$ cat config.mk
export PLATFORM = sky130hd
export DESIGN_NAME = irq_prio_resolver
export DESIGN_NICKNAME = d
export VERILOG_FILES = /design/src/rtl/irq_prio_pkg.sv /design/src/rtl/irq_prio_cfg.sv /design/src/rtl/irq_pair_arb.sv /design/src/rtl/irq_grp_sel.sv /design/src/rtl/irq_prio_resolver.sv
export SDC_FILE = /design/constraint.sdc
export NUM_CORES = 1
export LEC_CHECK = 0
export CAP_MARGIN = 15
export CORE_AREA = 4 4 45 47
export DETAILED_ROUTE_END_ITERATION = 8
export DIE_AREA = 0 0 49 51
export PLACE_DENSITY = 0.79
export SLEW_MARGIN = 15
export SYNTH_ARGS = -nofsm -noshare
export SYNTH_HDL_FRONTEND = slang
export SYNTH_SLANG_ARGS = --single-unit
$ cat constraint.sdc
create_clock -name clk -period 3.8 [get_ports clk]
set_clock_uncertainty 0.05 [all_clocks]
set_input_delay 0.38 -clock clk [delete_from_list [all_inputs] [get_ports clk]]
set_output_delay 0.38 -clock clk [all_outputs]
set_load 0.02 [all_outputs]
$ cat src/rtl/irq_prio_pkg.sv
package irq_prio_pkg;

  localparam int NUM_REQ = 6;
  localparam int NUM_GRP = 3;
  localparam int IDX_W   = $clog2(NUM_REQ);
  localparam int ORDER_W = 3;
  localparam int CFG_W   = ORDER_W + NUM_GRP;

  // Encoding doubles as the bit slot of each pair's swap flag above the order field.
  typedef enum logic [1:0] {
    GRP_C = 2'd0,
    GRP_B = 2'd1,
    GRP_A = 2'd2
  } grp_e;

  typedef struct packed {
    logic [NUM_GRP-1:0] swap;   // swap[GRP_C]=bit3, swap[GRP_B]=bit4, swap[GRP_A]=bit5
    logic [ORDER_W-1:0] order;
  } prio_cfg_t;

  typedef struct packed {
    logic             valid;
    logic [IDX_W-1:0] idx;
  } win_t;

  typedef struct packed {
    logic                    reserved;
    grp_e [NUM_GRP-1:0]      seq;      // seq[0] is the top-ranked pair
  } grp_rank_t;

  // Member that leads its pair when the swap flag is clear.
  function automatic int pair_lead(input int g);
    case (g)
      0:       return 1;   // pair C
      1:       return 2;   // pair B
      default: return 5;   // pair A
    endcase
  endfunction

  // Member that leads its pair when the swap flag is set.
  function automatic int pair_trail(input int g);
    case (g)
      0:       return 4;
      1:       return 0;
      default: return 3;
    endcase
  endfunction

  function automatic grp_rank_t decode_order(input logic [ORDER_W-1:0] code);
    grp_rank_t r;
    r.reserved = 1'b0;
    r.seq[0]   = GRP_A;
    r.seq[1]   = GRP_B;
    r.seq[2]   = GRP_C;
    case (code)
      3'b001: begin r.seq[0] = GRP_C; r.seq[1] = GRP_A; r.seq[2] = GRP_B; end
      3'b010: begin r.seq[0] = GRP_A; r.seq[1] = GRP_B; r.seq[2] = GRP_C; end
      3'b011: begin r.seq[0] = GRP_A; r.seq[1] = GRP_C; r.seq[2] = GRP_B; end
      3'b100: begin r.seq[0] = GRP_B; r.seq[1] = GRP_C; r.seq[2] = GRP_A; end
      3'b101: begin r.seq[0] = GRP_C; r.seq[1] = GRP_B; r.seq[2] = GRP_A; end
      3'b110: begin r.seq[0] = GRP_B; r.seq[1] = GRP_A; r.seq[2] = GRP_C; end
      default: r.reserved = 1'b1;
    endcase
    return r;
  endfunction

endpackage

$ cat src/rtl/irq_prio_cfg.sv
module irq_prio_cfg
  import irq_prio_pkg::*;
(
  input  logic             clk,
  input  logic             rst_n,
  input  logic             wr_en,
  input  logic [CFG_W-1:0] wr_data,
  output prio_cfg_t        cfg_q
);

  always_ff @(posedge clk or negedge rst_n) begin
    if (!rst_n) begin
      cfg_q <= '0;
    end else if (wr_en) begin
      cfg_q <= prio_cfg_t'(wr_data);
    end
  end

endmodule

$ cat src/rtl/irq_pair_arb.sv
module irq_pair_arb
  import irq_prio_pkg::*;
#(
  parameter int LEAD_IDX  = 1,
  parameter int TRAIL_IDX = 4
) (
  input  logic [1:0] pair_act,   // [0] lead member, [1] trail member
  input  logic       swap,
  output win_t       win
);

  localparam logic [IDX_W-1:0] LEAD_V  = IDX_W'(LEAD_IDX);
  localparam logic [IDX_W-1:0] TRAIL_V = IDX_W'(TRAIL_IDX);

  logic             first_act, second_act;
  logic [IDX_W-1:0] first_idx, second_idx;

  always_comb begin
    first_act  = swap ? pair_act[1] : pair_act[0];
    second_act = swap ? pair_act[0] : pair_act[1];
    first_idx  = swap ? TRAIL_V : LEAD_V;
    second_idx = swap ? LEAD_V : TRAIL_V;
    win = '0;
    if (first_act) begin
      win.valid = 1'b1;
      win.idx   = first_idx;
    end else if (second_act) begin
      win.valid = 1'b1;
      win.idx   = second_idx;
    end
  end

endmodule

$ cat src/rtl/irq_grp_sel.sv
module irq_grp_sel
  import irq_prio_pkg::*;
(
  input  win_t [NUM_GRP-1:0] grp_win,
  input  logic [ORDER_W-1:0] order,
  output win_t               win
);

  grp_rank_t rank;

  always_comb begin
    rank = decode_order(order);
    win  = '0;
    if (!rank.reserved) begin
      // Walk from lowest to highest rank so the top-ranked pair overrides.
      for (int r = NUM_GRP - 1; r >= 0; r--) begin
        if (grp_win[rank.seq[r]].valid) begin
          win = grp_win[rank.seq[r]];
        end
      end
    end
  end

endmodule

$ cat src/rtl/irq_prio_resolver.sv
module irq_prio_resolver
  import irq_prio_pkg::*;
(
  input  logic               clk,
  input  logic               rst_n,
  input  logic               cfg_wr_en,
  input  logic [CFG_W-1:0]   cfg_wr_data,
  input  logic [NUM_REQ-1:0] req_pending,
  input  logic [NUM_REQ-1:0] req_enable,
  output logic               win_valid,
  output logic [IDX_W-1:0]   win_idx
);

  prio_cfg_t          prio_cfg_q;
  logic [NUM_REQ-1:0] active;
  win_t [NUM_GRP-1:0] grp_win;
  win_t               win_d;
  win_t               win_q;

  irq_prio_cfg cfg_i (
    .clk     (clk),
    .rst_n   (rst_n),
    .wr_en   (cfg_wr_en),
    .wr_data (cfg_wr_data),
    .cfg_q   (prio_cfg_q)
  );

  assign active = req_pending & req_enable;

  for (genvar g = 0; g < NUM_GRP; g++) begin : g_pair
    localparam int LEAD  = pair_lead(g);
    localparam int TRAIL = pair_trail(g);

    irq_pair_arb #(
      .LEAD_IDX  (LEAD),
      .TRAIL_IDX (TRAIL)
    ) arb_i (
      .pair_act ({active[TRAIL], active[LEAD]}),
      .swap     (prio_cfg_q.swap[g]),
      .win      (grp_win[g])
    );
  end

  irq_grp_sel sel_i (
    .grp_win (grp_win),
    .order   (prio_cfg_q.order),
    .win     (win_d)
  );

  always_ff @(posedge clk or negedge rst_n) begin
    if (!rst_n) begin
      win_q <= '0;
    end else begin
      win_q <= win_d;
    end
  end

  assign win_valid = win_q.valid;
  assign win_idx   = win_q.idx;

endmodule

==> run_results.csv <==
group,metric,value,unit
grt,grt_max_degree,14,
grt,antenna_found_initial,0,
place,io_buffers,24,
drt,vias,756,
yosys,yosys_warnings,0,
timing,fin_crit_sh,52.72,%
clocking,cts_buffers,3,
timing,fin_tns_setup,0,ns
critical_path,crit_path_start_kind,"primary input",
critical_path,cp.arrival,2.11,ns
finish,drive_gt1_share,16.67,%
power_and_ir_drop,powerDensity,325.5,nW/um^2
yosys,avgSynthCellArea,9.503,um^2
drt,wirelength,1.906,mm
floorplanning,core_area,1652,um^2
yosys,synthesis.nets,100,
critical_path,worstPathCellList,"clkdlybuf4s50_1, a22oi_2, a211oi_1, o32ai_1, o221ai_1, o311a_2",
flow_run,maxCapViolCount,0,
floorplanning,die_w,49,um
floorplanning,dieArea,2499,um^2
yosys,synth-seq-cells,10,
floorplanning,die_y,51,um
yosys,async_flop_share,100.0,%
yosys,ys_types,34,
clocking,cts-root-buf,"clkbuf_4",
critical_path,crit_buf_inv,1,
finish,final_area,1015,um^2
place,hpwl,1.540,mm
timing,final_max_slew_viol_count,0,
grt,grt_overflow,0,
timing,hold_ws,0.3879,ns
timing,rsz0062_at_grt,"no",
finish,n_fill_cell,150,
drt,dr.pass1.iters,4,
grt,first_global_vias,751,
yosys,synth_ff_type,"dfrtp_1",
floorplanning,ioPinCount,25,
finish,multi_input_area,469.2,um^2
clocking,post-cts-setup-buffers,0,
yosys,ys_seq_area_share,33.33,%
grt,grt_use_total,16.77,%
critical_path,crit_family,"compound AO/OA/AOI/OAI gates",
clocking,cts_tree,"done",
timing,final-setup-viol-count,0,
finish,antenna_cells,0,
clocking,hold_buffers,0,
drt,ant_nets,0,
power_and_ir_drop,ir_drop,0.1991,mV
clocking,clk_pin_slew,0.07,ns
critical_path,crit_slowest_cell,"clkdlybuf4s50_1",
worst_hold_path,hp-class,"in -> async",
critical_path,endpoint_kind,"flop",
critical_path,required,3.90,ns
timing,hold_viol,0,
drt,vias_per_cell,6.353,
yosys,syn_area,750.7,um^2
place,placed_area,992.2,um^2
drt,wl_per_cell,16.02,um
timing,max_freq,499.1,MHz
finish,regArea,250.2,um^2
place,pre_cts_slack,1.524,ns
yosys,syn_inst,79,
place,place.gp.congestion,0.8637,
floorplanning,start_util,45.45,%
clocking,worstSkewPairLatency,0.27,ns
power_and_ir_drop,p_leak,0.3832,nW
critical_path,cp_max_fo,7,
finish,layout_common_cells,"clkdlybuf4s50_1 (24), dfrtp_1 (10), nand2_1 (7), mux2_2 (6)",
clocking,post_cts_resized,0,
run_status,outcome,"finished, final reports clean",
clocking,h-tree-depth,1,
critical_path,cpPeakStageDelay,0.45,ns
clocking,cts.sinks,10,
drt,drt_iter0_markers,21,
floorplanning,rows,15,
critical_path,path_class,"in -> reg",
clocking,clockBufferDepth,2,
finish,final_nets,125,
grt,grt_pass1_wl,3.270,mm
finish,mostFrequentLayoutCell,"clkdlybuf4s50_1",
finish,area_delta_synth_final,35.17,%
drt,drc,0,
timing,worst_slack,1.796,ns
timing,worst_pin_slew,0.4862,ns
yosys,synth_edf_count,0,
timing,slew_headroom,67.49,%
timing,min_period,2.004,ns
[metal layers]
metal  GRT usage [%]  vias to the layer above  share of wire, %
met2           28.04                       36                49
met1           20.22                      357                42
met5               0                        -                 0
met4           8.072                        0               1.5
li1                -                      360                 -
met3           3.790                        3               7.0
[where the power goes]
group	switching [mW]	internal [mW]
clock network	0.0385	0.0367
logic	0.0577	0.0651
registers	0.0129	0.119
[path summary, 6_finish.rpt]
check                                     from        endpoint  slack (ns)  depth (start not counted)
worst max-delay path            req_pending[3]      win_idx[0]        1.80                          6
worst min-delay path                     rst_n      win_idx[0]        0.39                          1
worst max register to register  cfg_i.cfg_q[2]      win_idx[1]        1.88                          5
worst min register to register  cfg_i.cfg_q[3]  cfg_i.cfg_q[3]        0.49                          1
max in group asynchronous                rst_n  cfg_i.cfg_q[3]        2.99                          1
min in group clk                cfg_i.cfg_q[3]  cfg_i.cfg_q[3]        0.49                          1
[worst reg2reg max path, cell delays in order (launching register included)]
cell	delay, ns
dfrtp_1	0.53
inv_1	0.20
and3_4	0.21
a2111oi_4	0.42
nor3_1	0.12
a311oi_1	0.28
[layout make-up]
cell class / instances / area share (%)
repair buffers: 24 / 23.67
well taps: 17 / 2.096
clock buffers: 3 / 2.219
multi-input cells: 62 / 46.24
flip-flops and latches: 10 / 24.66
inverters: 3 / 1.110
[Yosys cell counts (2+ instances only)]
| master | number | area, um^2 |
|---|---|---|
| a221oi_1 | 2 | 17.52 |
| a211oi_1 | 4 | 30.03 |
| o211ai_1 | 3 | 22.52 |
| nor2b_1 | 2 | 12.51 |
| dfrtp_1 | 10 | 250.2 |
| a31o_2 | 2 | 17.52 |
| mux2_2 | 6 | 67.56 |
| a22oi_2 | 2 | 25.02 |
| inv_1 | 3 | 11.26 |
| a21oi_1 | 3 | 15.01 |
| a22o_1 | 2 | 17.52 |
| nand2b_1 | 3 | 18.77 |
| nor3_1 | 3 | 15.01 |
| clkbuf_1 | 2 | 7.510 |
| o21ai_0 | 4 | 20.02 |
| nor2_1 | 4 | 15.01 |
| nand2_1 | 7 | 26.28 |
[flip-flops by register name, indices dropped and copies added (netlist names)]
| name | cells |
|---|---|
| win_idx | 3 |
| win_valid | 1 |
| cfg_i.cfg_q | 6 |
[cell families (layout without fill, tap and decap cells)]
kind of cell    Yosys count  count (layout)  synth area share [%]
compound gates           32              32                 36.17
buf+inv                   7              30                 4.167
flops                    10              10                 33.33
mux                       7               7                 10.33
simple gates             23              23                 16.00
[per-stage QoR]
stage | util [%] | std cells | power (mW)
floorplan | - | 79 | 0.2047
global placement | 60.08 | 116 | 0.2536
detailed placement | 60.08 | 116 | 0.2572
CTS | 61.44 | 119 | 0.3335
global route | 61.44 | 119 | 0.3542
finish | 61.44 | 119 | 0.3303
Power figures use the tool's default switching activity.
